### src/rtl/sparsity_pkg.sv
package sparsity_pkg;
  localparam int unsigned DEF_WIN_LEN    = 65536;
  localparam int unsigned DEF_CNT_W      = 16;
  localparam int unsigned DEF_IDX_W      = 4;
  localparam int unsigned DEF_DATA_W     = 32;
  localparam int unsigned DEF_IDX_THRESH = 8;
  localparam int unsigned DEF_CNT_THRESH = 32768;

  // bits needed to hold the value len itself
  function automatic int unsigned win_bits(input int unsigned len);
    return $clog2(len + 1);
  endfunction
endpackage

### src/rtl/spc_window_ctr.sv
module spc_window_ctr #(
  parameter int unsigned WIN_LEN = 65536,
  parameter int unsigned WIN_W   = 17
) (
  input  logic clk_i,
  input  logic rst_ni,
  input  logic clear_i,
  input  logic step_i,
  output logic last_o
);
  localparam logic [WIN_W-1:0] LastIdx = WIN_W'(WIN_LEN - 1);

  logic [WIN_W-1:0] cnt_q, base;

  assign base   = clear_i ? '0 : cnt_q;
  assign last_o = step_i && (base == LastIdx);

  always_ff @(posedge clk_i or negedge rst_ni) begin
    if (!rst_ni)     cnt_q <= '0;
    else if (step_i) cnt_q <= base + 1'b1;
    else             cnt_q <= base;
  end
endmodule

### src/rtl/spc_hit_ctr.sv
module spc_hit_ctr #(
  parameter int unsigned CNT_W = 16
) (
  input  logic             clk_i,
  input  logic             rst_ni,
  input  logic             clear_i,
  input  logic             inc_i,
  output logic [CNT_W-1:0] cnt_o,
  output logic [CNT_W-1:0] next_o
);
  logic [CNT_W-1:0] cnt_q, base;
  logic             full;

  assign base   = clear_i ? '0 : cnt_q;
  assign full   = &base;
  assign next_o = (inc_i && !full) ? base + 1'b1 : base;
  assign cnt_o  = cnt_q;

  always_ff @(posedge clk_i or negedge rst_ni) begin
    if (!rst_ni) cnt_q <= '0;
    else         cnt_q <= next_o;
  end
endmodule

### src/rtl/spc_mode_latch.sv
module spc_mode_latch #(
  parameter int unsigned CNT_W = 16
) (
  input  logic             clk_i,
  input  logic             rst_ni,
  input  logic             clear_i,
  input  logic             decide_i,
  input  logic [CNT_W-1:0] hits_i,
  input  logic [CNT_W-1:0] thresh_i,
  output logic             decided_o,
  output logic             compressed_o
);
  always_ff @(posedge clk_i or negedge rst_ni) begin
    if (!rst_ni) begin
      decided_o    <= 1'b0;
      compressed_o <= 1'b0;
    end else if (decide_i) begin
      decided_o    <= 1'b1;
      compressed_o <= (hits_i <= thresh_i);
    end else if (clear_i) begin
      decided_o    <= 1'b0;
      compressed_o <= 1'b0;
    end
  end
endmodule

### src/rtl/sparsity_classifier.sv
module sparsity_classifier
  import sparsity_pkg::*;
#(
  parameter int unsigned WIN_LEN = DEF_WIN_LEN,
  parameter int unsigned CNT_W   = DEF_CNT_W,
  parameter int unsigned IDX_W   = DEF_IDX_W,
  parameter int unsigned DATA_W  = DEF_DATA_W
) (
  input  logic              clk_i,
  input  logic              rst_ni,
  input  logic              start_i,
  input  logic              pair_valid_i,
  input  logic [DATA_W-1:0] pair_data_i,
  input  logic [IDX_W-1:0]  pair_index_i,
  input  logic [IDX_W-1:0]  idx_thresh_i,
  input  logic [CNT_W-1:0]  cnt_thresh_i,
  output logic              compressed_o,
  output logic              decided_o
);
  localparam int unsigned WIN_W = win_bits(WIN_LEN);

  logic             take, hit, last;
  logic [CNT_W-1:0] hit_cnt, hit_next;

  // a start reopens the window, so the same-cycle pair belongs to the new map
  assign take = pair_valid_i && (start_i || !decided_o);
  assign hit  = take && (|pair_data_i) && (pair_index_i < idx_thresh_i);

  spc_window_ctr #(.WIN_LEN(WIN_LEN), .WIN_W(WIN_W)) u_win (
    .clk_i  (clk_i),
    .rst_ni (rst_ni),
    .clear_i(start_i),
    .step_i (take),
    .last_o (last)
  );

  spc_hit_ctr #(.CNT_W(CNT_W)) u_hits (
    .clk_i  (clk_i),
    .rst_ni (rst_ni),
    .clear_i(start_i),
    .inc_i  (hit),
    .cnt_o  (hit_cnt),
    .next_o (hit_next)
  );

  spc_mode_latch #(.CNT_W(CNT_W)) u_mode (
    .clk_i       (clk_i),
    .rst_ni      (rst_ni),
    .clear_i     (start_i),
    .decide_i    (last),
    .hits_i      (hit_next),
    .thresh_i    (cnt_thresh_i),
    .decided_o   (decided_o),
    .compressed_o(compressed_o)
  );
endmodule

### config.mk
export PLATFORM = sky130hd
export DESIGN_NAME = sparsity_classifier
export DESIGN_NICKNAME = d
export VERILOG_FILES = /design/src/rtl/sparsity_pkg.sv /design/src/rtl/spc_window_ctr.sv /design/src/rtl/spc_hit_ctr.sv /design/src/rtl/spc_mode_latch.sv /design/src/rtl/sparsity_classifier.sv
export SDC_FILE = /design/constraint.sdc
export NUM_CORES = 1
export LEC_CHECK = 0
export ABC_AREA = 1
export ABC_CLOCK_PERIOD_IN_PS = 2500
export BUFFER_PORTS_ARGS = -buffer_cell sky130_fd_sc_hd__buf_2
export CORE_MARGIN = 2
export CORE_UTILIZATION = 50
export DETAILED_ROUTE_END_ITERATION = 8
export PLACE_DENSITY = 0.77
export RECOVER_POWER = 25
export SETUP_SLACK_MARGIN = 0.02
export SKIP_LAST_GASP = 1
export SLEW_MARGIN = 10
export SYNTH_ARGS = -nofsm -noshare
export SYNTH_HDL_FRONTEND = slang
export SYNTH_SLANG_ARGS = --single-unit
### constraint.sdc
create_clock -name clk_i -period 2.5 [get_ports clk_i]
set_input_delay 0.75 -clock clk_i [delete_from_list [all_inputs] [get_ports clk_i]]
set_output_delay 0.75 -clock clk_i [all_outputs]
set_load 0.03 [all_outputs]
==> key figures <==
STA
  • Hold Vio Cnt, Final: 0
  • Slew headroom: 40.6%
  • Period utilization: 108%
  • Slew @ Worst Pin: 0.890 ns
  • F_max: between 0.3 and 0.4 GHz
  • Setup violators final: 1
  • Slew Viols, Final: 0
  • Hold slack: 0.556 ns
  • Setup Skew: 0.0113 ns
  • Min Tclk post-route: 2.70 ns
  • Final setup margin: -0.196 ns
  • RSZ-0062 raised after global routing: true

Critical path
  • Crit path capture type: flip-flop
  • Crit-path max FO: 8
  • Required time worst endpoint: between 2 and 3 ns
  • Critical path type: in -> reg
  • Startpoint Class: primary input
  • Crit path arrival time: 2.88 ns

Routing
  • DR vias/cell: 5.01
  • DRT Pass-1 Iters: 4
  • Detailed Route Iter0 Violations: between 150 and 200
  • ANT nets after route: 0
  • Wire per inst: 12.7 um
  • DRC Markers: 0
  • Via count: approximately 3.2k
  • WL final: slightly above 8 mm

Pwr
  • Pwr Density: 377 mW/mm2
  • Max VDD drop: between 0.4 and 0.5 mV
  • P_leak: 2.34 nW
  • Tot Pwr: 1.62 mW

Synth
  • Seq/Total Area, Yosys: between 20 and 30%
  • Synth area leaders: dfrtp_1 29%, nand2_1 15%, inv_1 10%
  • Syn nets: 520
  • Top cell type's share of synthesized area: 29.0%
  • Synth unique cells: 35
  • Yosys top cell by area: dfrtp_1
  • Post-synth ARST share: 100%
  • Post-Synthesis Cells: approximately 440
  • Post-synth top cells: 117 x nand2_1, 83 x inv_1, 56 x nor2_1
  • Most frequent cell after synthesis: nand2_1
  • Main synth FF type: dfrtp_1
  • EDFF count, synth: 0
  • Yosys warns: 0
  • Seq cells post-synth: 35
  • Synthesized area: 0.00302 mm2
  • Synth Area per Inst: 6.90 um2

Die
  • Core area: 0.00589 mm2
  • DIE WIDTH: 81.7 um
  • Initial Utilization: approximately half
  • DIE HEIGHT: a little over 80 um
  • Total die area: between 0.006 and 0.007 mm2
  • # IOs: 62
  • Cell row count: 28

CTS
  • CTS Buf Count: 5
  • TritonCTS Sinks: 35
  • Clock transition at path regs: 0.08 ns
  • Clk_lat worst skew: roughly 0.30 ns
  • CTS H-tree lvls: 2
  • CTS max path bufs: 2
  • TritonCTS clock tree: done
  • Root Buffer: clkbuf_8

Global routing
  • First-pass GRT wire length: 13.8 mm
  • Largest net degree at the start of global routing: 36
  • Vias in the first global route: 3241
  • Gr usage total: a little over a quarter
  • Initial antenna violation count: 0
  • Remaining Overflow, GRT: 0

Layout
  • Area grow syn2layout: 42.6%
  • Non-Filler Instances: 642
  • Fin util: 73.2%
  • N_diodes: 0
  • Multi-input gate area: between 0.002 and 0.0025 mm2
  • Ratio of cells with drive above 1 in the final layout: 37.4%
  • FF/Latch Area: approximately 880 um2
  • Final nets: 648
  • Fillers: 460

Place
  • DP Wirelength: about 5.8 mm
  • IO Port Bufs: 61
  • Placed instance count: 624
  • RD Place Congestion: between 0.8 and 0.9

Status
  • Outcome: finished with violations
  • Failing checks: setup timing

Job
  • Maxcap violations: 0

Worst hold path
  • Worst Hold Class: in -> async
layout by cell type (no fill, tap or decap), types with 8 or more instances in the layout:
| cell type | instances |
|---|---|
| buf_2 | 58 |
| buf_4 | 59 |
| dfrtp_1 | 35 |
| ha_1 | 13 |
| ha_4 | 9 |
| inv_1 | 74 |
| nand2_1 | 104 |
| nand2_2 | 11 |
| nand3_1 | 32 |
| nand3_2 | 9 |
| nand4_1 | 13 |
| nor2_1 | 51 |
| nor2_4 | 8 |
| xor2_1 | 11 |
final timing paths:
path	startpoint	to	slack [ns]	cells past startpoint
hold / removal	rst_ni	u_win.cnt_q[0]	0.56	1
min in group clk_i	u_win.cnt_q[16]	u_win.cnt_q[16]	0.56	2
setup / recovery	idx_thresh_i[3]	u_mode.compressed_o	-0.20	17
hold reg to reg	u_win.cnt_q[16]	u_win.cnt_q[16]	0.56	2
setup reg to reg	u_hits.cnt_o[0]	u_mode.compressed_o	-0.05	16
max in group asynchronous	rst_ni	u_hits.cnt_o[7]	1.38	1
flip-flops by register name, summed over array words and instances (netlist names):
name                 cells
u_hits.cnt_o            16
u_mode.decided_o         1
u_mode.compressed_o      1
u_win.cnt_q             17
critical path: stages:
cell and delay, ns:
buf_6 0.10, inv_4 0.04, ha_4 0.19, a21o_1 0.15
nor2_1 0.10, nand2_2 0.10, nor2_4 0.21, buf_12 0.16
nand3_2 0.08, nand2_2 0.10, nand2_4 0.06, ha_4 0.27
nand4_1 0.17, nor3_4 0.19, nand2_1 0.08, nand2_1 0.08
a21boi_2 0.05
cell families after synthesis:
group | after synthesis | synth area share, %
AND/OR/NAND/NOR | 252 | 39.7
adder cells (fa/ha/maj) | 22 | 9.11
flip-flops | 35 | 29.0
AO/OA/AOI/OAI | 19 | 4.02
buffers and inverters | 93 | 13.2
XOR/XNOR | 17 | 4.93
metal layers:
layer / global-route usage, % / part of all wire, %
met2: 47.6 / 50
met1: 30.7 / 41
met3: 5.05 / 5.5
met4: 9.00 / 3.7
met5: 0 / 0
through the flow:
step                setup TNS, ns  instance area [um2]  setup WS, ns
floorplan                  -0.750                 3070        -0.750
global placement           -0.780                 3830        -0.545
detailed placement          -1.06                 3830        -0.646
CTS                        -0.145                 4150        -0.145
global route               -0.375                 4310        -0.375
finish                     -0.196                 4310        -0.196
repair_timing:
action | 4_1_cts | 5_1_grt
setup buffers | 4 | 5
pin swaps | 26 | 26
cloned | 2 | 0
setup endpoints to repair | 1 | 1
gates resized for setup | 35 | 33
hold buffers | 0 | 0
power by group:
part / leakage, nW / internal, mW / switching (mW)
sequential: 0.467 / 0.606 / 0.0414
combinational: 1.84 / 0.252 / 0.292
clock: 0.0402 / 0.194 / 0.237
final cells by class:
| class | count | share of cell area (%) |
|---|---|---|
| Clock inverter | 3 | 0.465 |
| Tap cell | 75 | 2.18 |
| Sequential cell | 35 | 20.3 |
| Clock buffer | 5 | 1.60 |
| Timing Repair Buffer | 128 | 20.5 |
| Multi-Input combinational cell | 311 | 46.9 |
| Inverter | 85 | 7.93 |
No activity file was read; power rests on OpenSTA's default activity.
